`src/rtl/hstk_pkg.sv`:
```
package hstk_pkg;

    typedef enum logic [2:0] {
        ST_IDLE,
        ST_SPILL_WR,
        ST_SPILL_WAIT,
        ST_FILL_RD,
        ST_FILL_LD
    } hstk_state_e;

endpackage

```
`src/rtl/hstk_ring.sv`:
```
// Circular on-chip store. The oldest entry sits at bot_q. A push onto a full
// ring overwrites the oldest slot and advances bot_q. DEPTH must be a power of two.
module hstk_ring #(
    parameter int DEPTH = 16,
    parameter int DW    = 24,
    localparam int PW   = $clog2(DEPTH),
    localparam int CW   = PW + 1
) (
    input  logic          clk,
    input  logic          rst_n,
    input  logic          push_en,
    input  logic          pop_en,
    input  logic          load_en,
    input  logic [DW-1:0] wdata,
    input  logic [DW-1:0] ldata,
    output logic [DW-1:0] top_o,
    output logic [DW-1:0] bot_o,
    output logic [CW-1:0] cnt_o,
    output logic          full_o,
    output logic          empty_o
);

    logic [DW-1:0] slot_q [DEPTH];
    logic [PW-1:0] bot_q;
    logic [CW-1:0] cnt_q;
    logic [PW-1:0] wr_idx;
    logic [PW-1:0] top_idx;

    assign wr_idx  = bot_q + cnt_q[PW-1:0];
    assign top_idx = wr_idx - PW'(1);
    assign full_o  = (cnt_q == CW'(DEPTH));
    assign empty_o = (cnt_q == '0);
    assign cnt_o   = cnt_q;
    assign top_o   = slot_q[top_idx];
    assign bot_o   = slot_q[bot_q];

    always_ff @(posedge clk) begin
        if (push_en) begin
            slot_q[wr_idx] <= wdata;
        end else if (load_en) begin
            slot_q[bot_q] <= ldata;
        end
    end

    always_ff @(posedge clk) begin
        if (!rst_n) begin
            bot_q <= '0;
            cnt_q <= '0;
        end else if (push_en) begin
            if (full_o) begin
                bot_q <= bot_q + PW'(1);
            end else begin
                cnt_q <= cnt_q + CW'(1);
            end
        end else if (pop_en) begin
            cnt_q <= cnt_q - CW'(1);
        end else if (load_en) begin
            cnt_q <= CW'(1);
        end
    end

endmodule

```
`src/rtl/hstk_ctl.sv`:
```
module hstk_ctl
    import hstk_pkg::*;
#(
    parameter int DW = 24,
    parameter int AW = 24,
    parameter int CW = 5
) (
    input  logic          clk,
    input  logic          rst_n,
    input  logic          push_i,
    input  logic          pop_i,
    input  logic [AW-1:0] spill_base_i,
    input  logic [AW-1:0] spill_limit_i,
    input  logic          full_i,
    input  logic          empty_i,
    input  logic [CW-1:0] cnt_i,
    input  logic [DW-1:0] top_i,
    input  logic [DW-1:0] bot_i,
    input  logic [DW-1:0] mem_rdata_i,
    output logic          ring_push_o,
    output logic          ring_pop_o,
    output logic          ring_load_o,
    output logic [DW-1:0] pop_data_o,
    output logic          busy_o,
    output logic          underflow_o,
    output logic          limit_err_o,
    output logic          mem_req_o,
    output logic          mem_we_o,
    output logic [AW-1:0] mem_addr_o,
    output logic [DW-1:0] mem_wdata_o
);

    hstk_state_e   state_q, state_d;
    logic [AW-1:0] spilled_q;
    logic [DW-1:0] evict_q;
    logic          idle;
    logic          take_push, room_out, do_push, lim_hit;
    logic          take_pop, do_pop, no_entry, need_fill, have_spill;

    assign idle       = (state_q == ST_IDLE);
    assign have_spill = (spilled_q != '0);
    assign room_out   = (spilled_q < spill_limit_i);
    assign take_push  = idle && push_i;
    assign do_push    = take_push && (!full_i || room_out);
    assign lim_hit    = take_push && full_i && !room_out;
    assign take_pop   = idle && pop_i && !push_i;
    assign do_pop     = take_pop && !empty_i;
    assign no_entry   = take_pop && empty_i && !have_spill;
    assign need_fill  = do_pop && (cnt_i == CW'(1)) && have_spill;

    assign ring_push_o = do_push;
    assign ring_pop_o  = do_pop;
    assign ring_load_o = (state_q == ST_FILL_LD);

    // State register
    always_ff @(posedge clk) begin
        if (!rst_n) begin
            state_q <= ST_IDLE;
        end else begin
            state_q <= state_d;
        end
    end

    // Transitions
    always_comb begin
        state_d = state_q;
        unique case (state_q)
            ST_IDLE: begin
                if (do_push && full_i) begin
                    state_d = ST_SPILL_WR;
                end else if (need_fill) begin
                    state_d = ST_FILL_RD;
                end
            end
            ST_SPILL_WR:   state_d = ST_SPILL_WAIT;
            ST_SPILL_WAIT: state_d = ST_IDLE;
            ST_FILL_RD:    state_d = ST_FILL_LD;
            ST_FILL_LD:    state_d = ST_IDLE;
            default:       state_d = ST_IDLE;
        endcase
    end

    // Outputs
    always_comb begin
        busy_o      = 1'b1;
        mem_req_o   = 1'b0;
        mem_we_o    = 1'b0;
        mem_addr_o  = spill_base_i + spilled_q;
        mem_wdata_o = evict_q;
        unique case (state_q)
            ST_IDLE:       busy_o = 1'b0;
            ST_SPILL_WR: begin
                mem_req_o = 1'b1;
                mem_we_o  = 1'b1;
            end
            ST_SPILL_WAIT: busy_o = 1'b1;
            ST_FILL_RD: begin
                mem_req_o  = 1'b1;
                mem_addr_o = spill_base_i + spilled_q - AW'(1);
            end
            ST_FILL_LD:    busy_o = 1'b1;
            default:       busy_o = 1'b1;
        endcase
    end

    // Data path registers
    always_ff @(posedge clk) begin
        if (!rst_n) begin
            spilled_q   <= '0;
            evict_q     <= '0;
            pop_data_o  <= '0;
            underflow_o <= 1'b0;
            limit_err_o <= 1'b0;
        end else begin
            if (do_push && full_i) begin
                evict_q <= bot_i;
            end
            if (state_q == ST_SPILL_WR) begin
                spilled_q <= spilled_q + AW'(1);
            end else if (state_q == ST_FILL_LD) begin
                spilled_q <= spilled_q - AW'(1);
            end
            if (do_pop) begin
                pop_data_o <= top_i;
            end
            if (no_entry) begin
                underflow_o <= 1'b1;
            end
            if (lim_hit) begin
                limit_err_o <= 1'b1;
            end
        end
    end

endmodule

```
`src/rtl/hw_stack_spill.sv`:
```
module hw_stack_spill #(
    parameter int DEPTH = 16,
    parameter int DW    = 24,
    parameter int AW    = 24
) (
    input  logic          clk,
    input  logic          rst_n,
    input  logic          push_i,
    input  logic          pop_i,
    input  logic [DW-1:0] push_data_i,
    input  logic [AW-1:0] spill_base_i,
    input  logic [AW-1:0] spill_limit_i,
    output logic [DW-1:0] pop_data_o,
    output logic          busy_o,
    output logic          underflow_o,
    output logic          limit_err_o,
    output logic          mem_req_o,
    output logic          mem_we_o,
    output logic [AW-1:0] mem_addr_o,
    output logic [DW-1:0] mem_wdata_o,
    input  logic [DW-1:0] mem_rdata_i
);

    localparam int CW = $clog2(DEPTH) + 1;

    logic          ring_push, ring_pop, ring_load;
    logic [DW-1:0] ring_top, ring_bot;
    logic [CW-1:0] ring_cnt;
    logic          ring_full, ring_empty;

    hstk_ring #(
        .DEPTH (DEPTH),
        .DW    (DW)
    ) u_ring (
        .clk     (clk),
        .rst_n   (rst_n),
        .push_en (ring_push),
        .pop_en  (ring_pop),
        .load_en (ring_load),
        .wdata   (push_data_i),
        .ldata   (mem_rdata_i),
        .top_o   (ring_top),
        .bot_o   (ring_bot),
        .cnt_o   (ring_cnt),
        .full_o  (ring_full),
        .empty_o (ring_empty)
    );

    hstk_ctl #(
        .DW (DW),
        .AW (AW),
        .CW (CW)
    ) u_ctl (
        .clk           (clk),
        .rst_n         (rst_n),
        .push_i        (push_i),
        .pop_i         (pop_i),
        .spill_base_i  (spill_base_i),
        .spill_limit_i (spill_limit_i),
        .full_i        (ring_full),
        .empty_i       (ring_empty),
        .cnt_i         (ring_cnt),
        .top_i         (ring_top),
        .bot_i         (ring_bot),
        .mem_rdata_i   (mem_rdata_i),
        .ring_push_o   (ring_push),
        .ring_pop_o    (ring_pop),
        .ring_load_o   (ring_load),
        .pop_data_o    (pop_data_o),
        .busy_o        (busy_o),
        .underflow_o   (underflow_o),
        .limit_err_o   (limit_err_o),
        .mem_req_o     (mem_req_o),
        .mem_we_o      (mem_we_o),
        .mem_addr_o    (mem_addr_o),
        .mem_wdata_o   (mem_wdata_o)
    );

endmodule

```
`config.mk`:
```
export PLATFORM = sky130hd
export DESIGN_NAME = hw_stack_spill
export DESIGN_NICKNAME = d
export VERILOG_FILES = /design/src/rtl/hstk_pkg.sv /design/src/rtl/hstk_ring.sv /design/src/rtl/hstk_ctl.sv /design/src/rtl/hw_stack_spill.sv
export SDC_FILE = /design/constraint.sdc
export NUM_CORES = 1
export LEC_CHECK = 0
export BUFFER_PORTS_ARGS = -buffer_cell sky130_fd_sc_hd__buf_4
export CAP_MARGIN = 10
export CELL_PAD_IN_SITES_DETAIL_PLACEMENT = 1
export CELL_PAD_IN_SITES_GLOBAL_PLACEMENT = 2
export CORE_UTILIZATION = 46
export CTS_CLUSTER_DIAMETER = 40
export DETAILED_ROUTE_END_ITERATION = 7
export PLACE_DENSITY_LB_ADDON = 0.1
export SLEW_MARGIN = 5
export SYNTH_ARGS = -nofsm -noshare
export SYNTH_HDL_FRONTEND = slang
export SYNTH_HIERARCHICAL = 1
export SYNTH_SLANG_ARGS = --single-unit
```
`constraint.sdc`:
```
create_clock -name clk -period 7.1 [get_ports clk]
set_clock_uncertainty 0.1 [all_clocks]
set_input_delay 0 -clock clk [delete_from_list [all_inputs] [get_ports clk]]
set_output_delay 0 -clock clk [all_outputs]
set_load 0.02 [all_outputs]
```
* Yosys cells after proc, flatten, opt, wreduce, memory -nomap -nowiden
Memories as Yosys holds them, arrays and structs flattened. A register that Yosys moved wholly into a read port is not among the register bits.
Cells that the tools add are included.
** Word-level totals
- Flip-flop bits (word level) :: 38
- Memories kept :: 1
- Bits of input ports :: 100
- Output and inout port bits :: 77
- RAM bits :: 384
** Memory list
- u_ring.slot_q :: words 16, width 24, read ports 2, clocked after Yosys merged registers in 2, wr ports 1, RTL line hstk_ring.sv:23 : logic [DW-1:0] slot_q [DEPTH];
** Cells by class
- Reduce and logical (&&, ||, !) cells :: 29
- Magnitude comparators :: 1
- Add/sub/neg operators :: 9
- Mux-type cells :: 21
- Eq/ne operators :: 7
** Operator list (count)
- $mux W24 :: 4
- $sub A24 B1 Y24 const B :: 2
- $add A24 B1 Y24 const B :: 1
- $add A24 B24 Y24 :: 1
- $lt A24 B24 Y1 :: 1
- $reduce_bool A24 Y1 :: 1
- $reduce_or A24 Y1 :: 1
- $mux W5 :: 4
- $logic_and A1 B1 Y1 :: 12
- $mux W1 :: 9
- $pmux W3 S3 :: 1
- $logic_not A1 Y1 :: 7
- $mux W3 :: 2
- $add A5 B1 Y5 const B :: 1
- $eq A5 B1 Y1 const B :: 1
- $eq A5 B5 Y1 const B :: 1
- $logic_not A5 Y1 :: 1
- $sub A5 B1 Y5 const B :: 1
- $add A4 B1 Y4 const B :: 1
- $add A4 B4 Y4 :: 1
- $mux W4 :: 1
- $reduce_and A2 Y1 :: 2
- $sub A4 B1 Y4 const B :: 1
- $eq A3 B1 Y1 const B :: 1
- other kinds (9) :: 9

* Depth between registers and ports, before layout
- Depth in word-level cells :: 9
- Depth in mapped cells :: 17

* Cells and area by module
Netlist, hierarchy kept.
** Modules (own cells, without submodules)
- hstk_ring :: sequential area each 11791.3 µm², area an instance 18704.2 µm², cells an instance 928, instances 1
- hstk_ctl :: sequential area each 1541.5 µm², area an instance 6124.6 µm², cells an instance 800, instances 1

* Worst setup path before layout
OpenSTA, ideal clock, no wires.
- Kind :: register -> register
- From :: register u_ctl.spilled_q[19]
- To :: memory u_ring.slot_q[0][0], enable pin
- Buffers on the path :: 3
- Clock period less this slack :: 4.480 ns
- Stages on the path, launching flop included :: 16
- Arrival :: 3.976 ns
- Data required time :: 6.595 ns
- Path slack :: 2.620 ns
- Path through :: dfxtp_1 ha_1 and4_1 a21oi_1 nand2_1 a221o_1 a21oi_1 o21ai_1 clkbuf_1 a21oi_1 clkbuf_1 nand2b_1 clkbuf_1 nand2_1 o32a_1 nor2_1
** On the way
- Word-level cells in the longest chain between the ends :: 7
** RTL lines
- start: declaration :: RTL line hstk_ctl.sv:34 : logic [AW-1:0] spilled_q;
- start signal: assignment :: RTL line hstk_ctl.sv:119 : spilled_q <= spilled_q + AW'(1);
- start signal: assignment :: RTL line hstk_ctl.sv:121 : spilled_q <= spilled_q - AW'(1);
- $lt A24 B24 Y1 * :: RTL line hstk_ctl.sv:42 : assign room_out = (spilled_q < spill_limit_i);
- $logic_or A1 B1 Y1 * :: RTL line hstk_ctl.sv:44 : assign do_push = take_push && (!full_i || room_out);
- $logic_and A1 B1 Y1 * :: RTL line hstk_ctl.sv:44
- named net ring_push :: RTL line hw_stack_spill.sv:26 : logic ring_push, ring_pop, ring_load;
- $mux W1 :: RTL line hstk_ring.sv:38 : if (push_en) begin
- $mux W1 (not written as such) :: RTL line hstk_ring.sv:41 : slot_q[bot_q] <= ldata;
- $reduce_or A24 Y1 (no source line)
- $mux W4 (no source line) / $mux W1 (equally long branches)
- end: declaration :: RTL line hstk_ring.sv:23
The timed path passes the listed nets; every way through them passes the cells marked *.

* Final worst setup path
- From :: register u_ctl.spilled_q[1]
- To :: memory u_ring.slot_q[15][6], enable pin
Same word-level chain as after synthesis.

==> results.toml <==
[status]
outcome = "finished, final reports clean"

[synthesis]
synth_fp_nets = 1907
avgSynthCellArea_um2 = 14.4
synthTopCellsByArea = "edfxtp_1, mux4_2, dfxtp_1"
synth_most_common_cell = "edfxtp_1"
ys_warn_count = 6
synth_seq_cells = 474
netlist_area_um2 = 24800
synth_top_area_frac = 0.464
synthCells = 1728
synth-edff-count = 384
synthTopCellsByCount = "edfxtp_1, mux4_2, nand2_1"
netlist.top_cell.by_area = "edfxtp_1"
synthFlopType = "edfxtp_1"
async_flop_share = 0
synth_seq_area_share = 0.537
synth_cell_types = 84

[cts]
tritoncts = "built"
numCtsBuffers = 77
clockBufferDepth = 3
clkLatencyLatePin_ns = 0.62
cts.sinks = 474
htree_num_levels = 3
cts_root_buf = "clkbuf_16"
postCtsSetupRepairBufs = 0
clkTransAtPathRegs_ns = 0.05

[worst_setup_path]
reg2reg_depth = 14
crit_chain = "ha_1 > a21o_1 > a21o_1 > a21oi_1 > o21ai_0 > a41oi_1 > o21ai_2 > buf_4 > a21oi_1 > buf_4 > nor2b_4 > a31oi_1 > nor2_2 > buf_4"
cp.buffers_inverters = 3
crit_slowest_cell = "nor2b_4"
cp-end-kind = "flip-flop"
path_class = "flip-flop to flip-flop"
cp-endpoint = "u_ring/slot_q[15][6]"
cpMostUsedCell = "buf_4"
cp_data_arrival_time_ns = 5.34
crit_start = "u_ctl/spilled_q[1]"
required_ns = 7.27
cp-start-kind = "flip-flop"
timing.rr.start = "u_ctl/spilled_q[1]"
worst-path-stages = 14
critPathMaxStageDelay_ns = 0.86
r2r-end = "u_ring/slot_q[15][6]"
ff2ff_setup_slack_ns = 1.93
cp_max_fo = 29
cpLargestDelayFamily = "compound AO/OA/AOI/OAI gates"

[power]
leakagePower_nw = 10.6
pwr-share-comb = 0.394
switchingPower_mw = 4.27
p_per_area_nw_per_um2 = 399
internal_power_mw = 7.57
fin_total_pwr_mw = 11.8
p_clk_frac = 0.312
seqPwrFrac = 0.294
ir_worst_vdd_uv = 333
netSwitchingFraction = 0.361

[global_route]
grt_max_degree = 66
grt_pass1_vias = 17344
grt_util_all_layers = 0.278
grt_pass1_wl_mm = 111
grt_overflow_total = 0
antenna_found_initial = 1

[timing]
rsz0062_at_grt = "no"
finalWorstSetupSlack_ns = 1.93
hold_viol_final = 0
period_share = 0.728
max_freq_mhz = 193
maxSlewHeadroom = 0.260
finalMaxSlewViolations = 0
period_needed_ns = 5.17
setup_viol = 0
tns_ns = 0
worstMarginPinSlew_ns = 1.11

[cells_and_area]
layout-drive-gt1-share = 0.302
nNetsFinal = 2117
area_growth_pct = 19.6
final_area_um2 = 29700

[place]
port_buffers = 176
dp_hpwl_mm = 48.3
dpl_cell_area_um2 = 26900
gp_congestion = 0.819
post-place-ws_ns = 1.93

[floorplanning]
dieWidth_um = 234
core_area_um2 = 53000
dieHeight_um = 234
io_pins = 177
rows = 84
start_util = 0.469
dieArea_um2 = 54900

[drt]
drc = 0
vias = 16746
wire_per_inst_um = 27.6
drt_iter0_markers = 1387
wl_mm = 74.4
drt_pre_antenna_iters = 7
viasPerCell = 6.22
postRouteAntennaNets = 0

[run]
maxCapViolations = 0

[min_path]
holdCritPathClass = "input pin to flip-flop"
worst register-to-register path: cells and delay by family (launching register included):
family                   cells  cell delay [ns]
adder cells (fa/ha/maj)      1             0.32
AND/OR/NAND/NOR              2             1.48
buffers and inverters        3             0.95
flip-flops                   1             0.39
AO/OA/AOI/OAI                8             1.59
power by group through the flow:
| stage | Clock [mW] | Combinational, mW | Sequential, mW |
|---|---|---|---|
| 6_report | 3.70 | 4.67 | 3.48 |
| 5_1_grt | 3.85 | 5.05 | 3.51 |
| 4_1_cts | 3.75 | 4.72 | 3.48 |
| 3_5_place_dp | 0 | 4.68 | 3.53 |
| 3_3_place_gp | 0 | 4.62 | 3.51 |
| 2_1_floorplan | 0 | 3.30 | 3.50 |
through the flow:
| stage | instances | hold WS (ns) | utilization |
|---|---|---|---|
| finish | 2692 | 0.0281 | 0.560 |
| global route | 2692 | 0.0653 | 0.560 |
| CTS | 2691 | 0.00188 | 0.560 |
| detailed placement | 2526 | 0.254 | 0.507 |
| global placement | 2526 | 0.244 | 0.507 |
| floorplan | 1728 | 0.0177 | - |
per-layer routing:
metal	vias to the layer above	GRT usage	wire length, um
li1	7286	-	-
met1	8745	0.355	29500
met2	595	0.481	38500
met3	120	0.0478	4510
met4	0	0.0851	1920
met5	-	0	0
placed cells by master, fill, tap and decap left out, drive strengths merged, types with 10 or more instances in the layout:
| cell type | n |
|---|---|
| o21ai | 51 |
| nor2 | 62 |
| mux2i | 77 |
| xor2 | 33 |
| nand2b | 11 |
| nand4 | 14 |
| ha | 76 |
| nand2 | 196 |
| nor3 | 14 |
| xnor2 | 36 |
| mux4 | 216 |
| a21o | 30 |
| clkinvlp | 14 |
| dfxtp | 90 |
| a211oi | 11 |
| clkbuf | 91 |
| inv | 60 |
| nand3 | 47 |
| clkinv | 22 |
| edfxtp | 384 |
| dlygate4sd3 | 21 |
| buf | 209 |
| a31oi | 10 |
| a21oi | 111 |
registers in the layout, summed over array words and instances, names as in the netlist, named ones only:
register,flops
u_ctl/limit_err_o,1
u_ctl/mem_wdata_o,24
u_ctl/pop_data_o,24
u_ctl/spilled_q,24
u_ctl/state_q,3
u_ctl/underflow_o,1
u_ring/bot_q,4
u_ring/cnt_o,5
u_ring/slot_q,384
final cells by class:
cell class	count	area [um^2]
Timing Repair Buffer	230	1780
Antenna cell	1	2.50
Multi-Input combinational cell	1108	10900
Sequential cell	474	13300
Fill cell	5087	23300
Clock inverter	53	559
Tap cell	688	861
Clock buffer	91	2030
Inverter	47	176
logic make-up (layout without fill, tap and decap cells):
family          after synthesis  count (layout)  share of synthesized area
compound gates              268             268                     0.0674
xor+xnor                     71              71                     0.0262
fa+ha+maj                    79              79                     0.0407
buf+inv                     146             421                     0.0263
flops                       474             474                      0.537
mux                         293             293                      0.227
other cells                   0               1                          0
simple gates                397             397                     0.0755
worst min-delay path by stage:
stage / depth (start not counted) / start / end
2_1_floorplan: 1 / rst_n / u_ctl/underflow_o
3_3_place_gp: 2 / rst_n / u_ctl/underflow_o
3_5_place_dp: 2 / rst_n / u_ctl/underflow_o
4_1_cts: 3 / mem_rdata_i[22] / u_ring/slot_q[4][22]
5_1_grt: 3 / mem_rdata_i[16] / u_ring/slot_q[8][16]
6_report: 3 / mem_rdata_i[11] / u_ring/slot_q[9][11]
repair_timing:
item | 4_1_cts | 5_1_grt
hold buffers | 21 | 0
hold endpoints to repair | 135 | 0
resized for setup | 0 | 0
No activity file was read; power rests on OpenSTA's default activity.
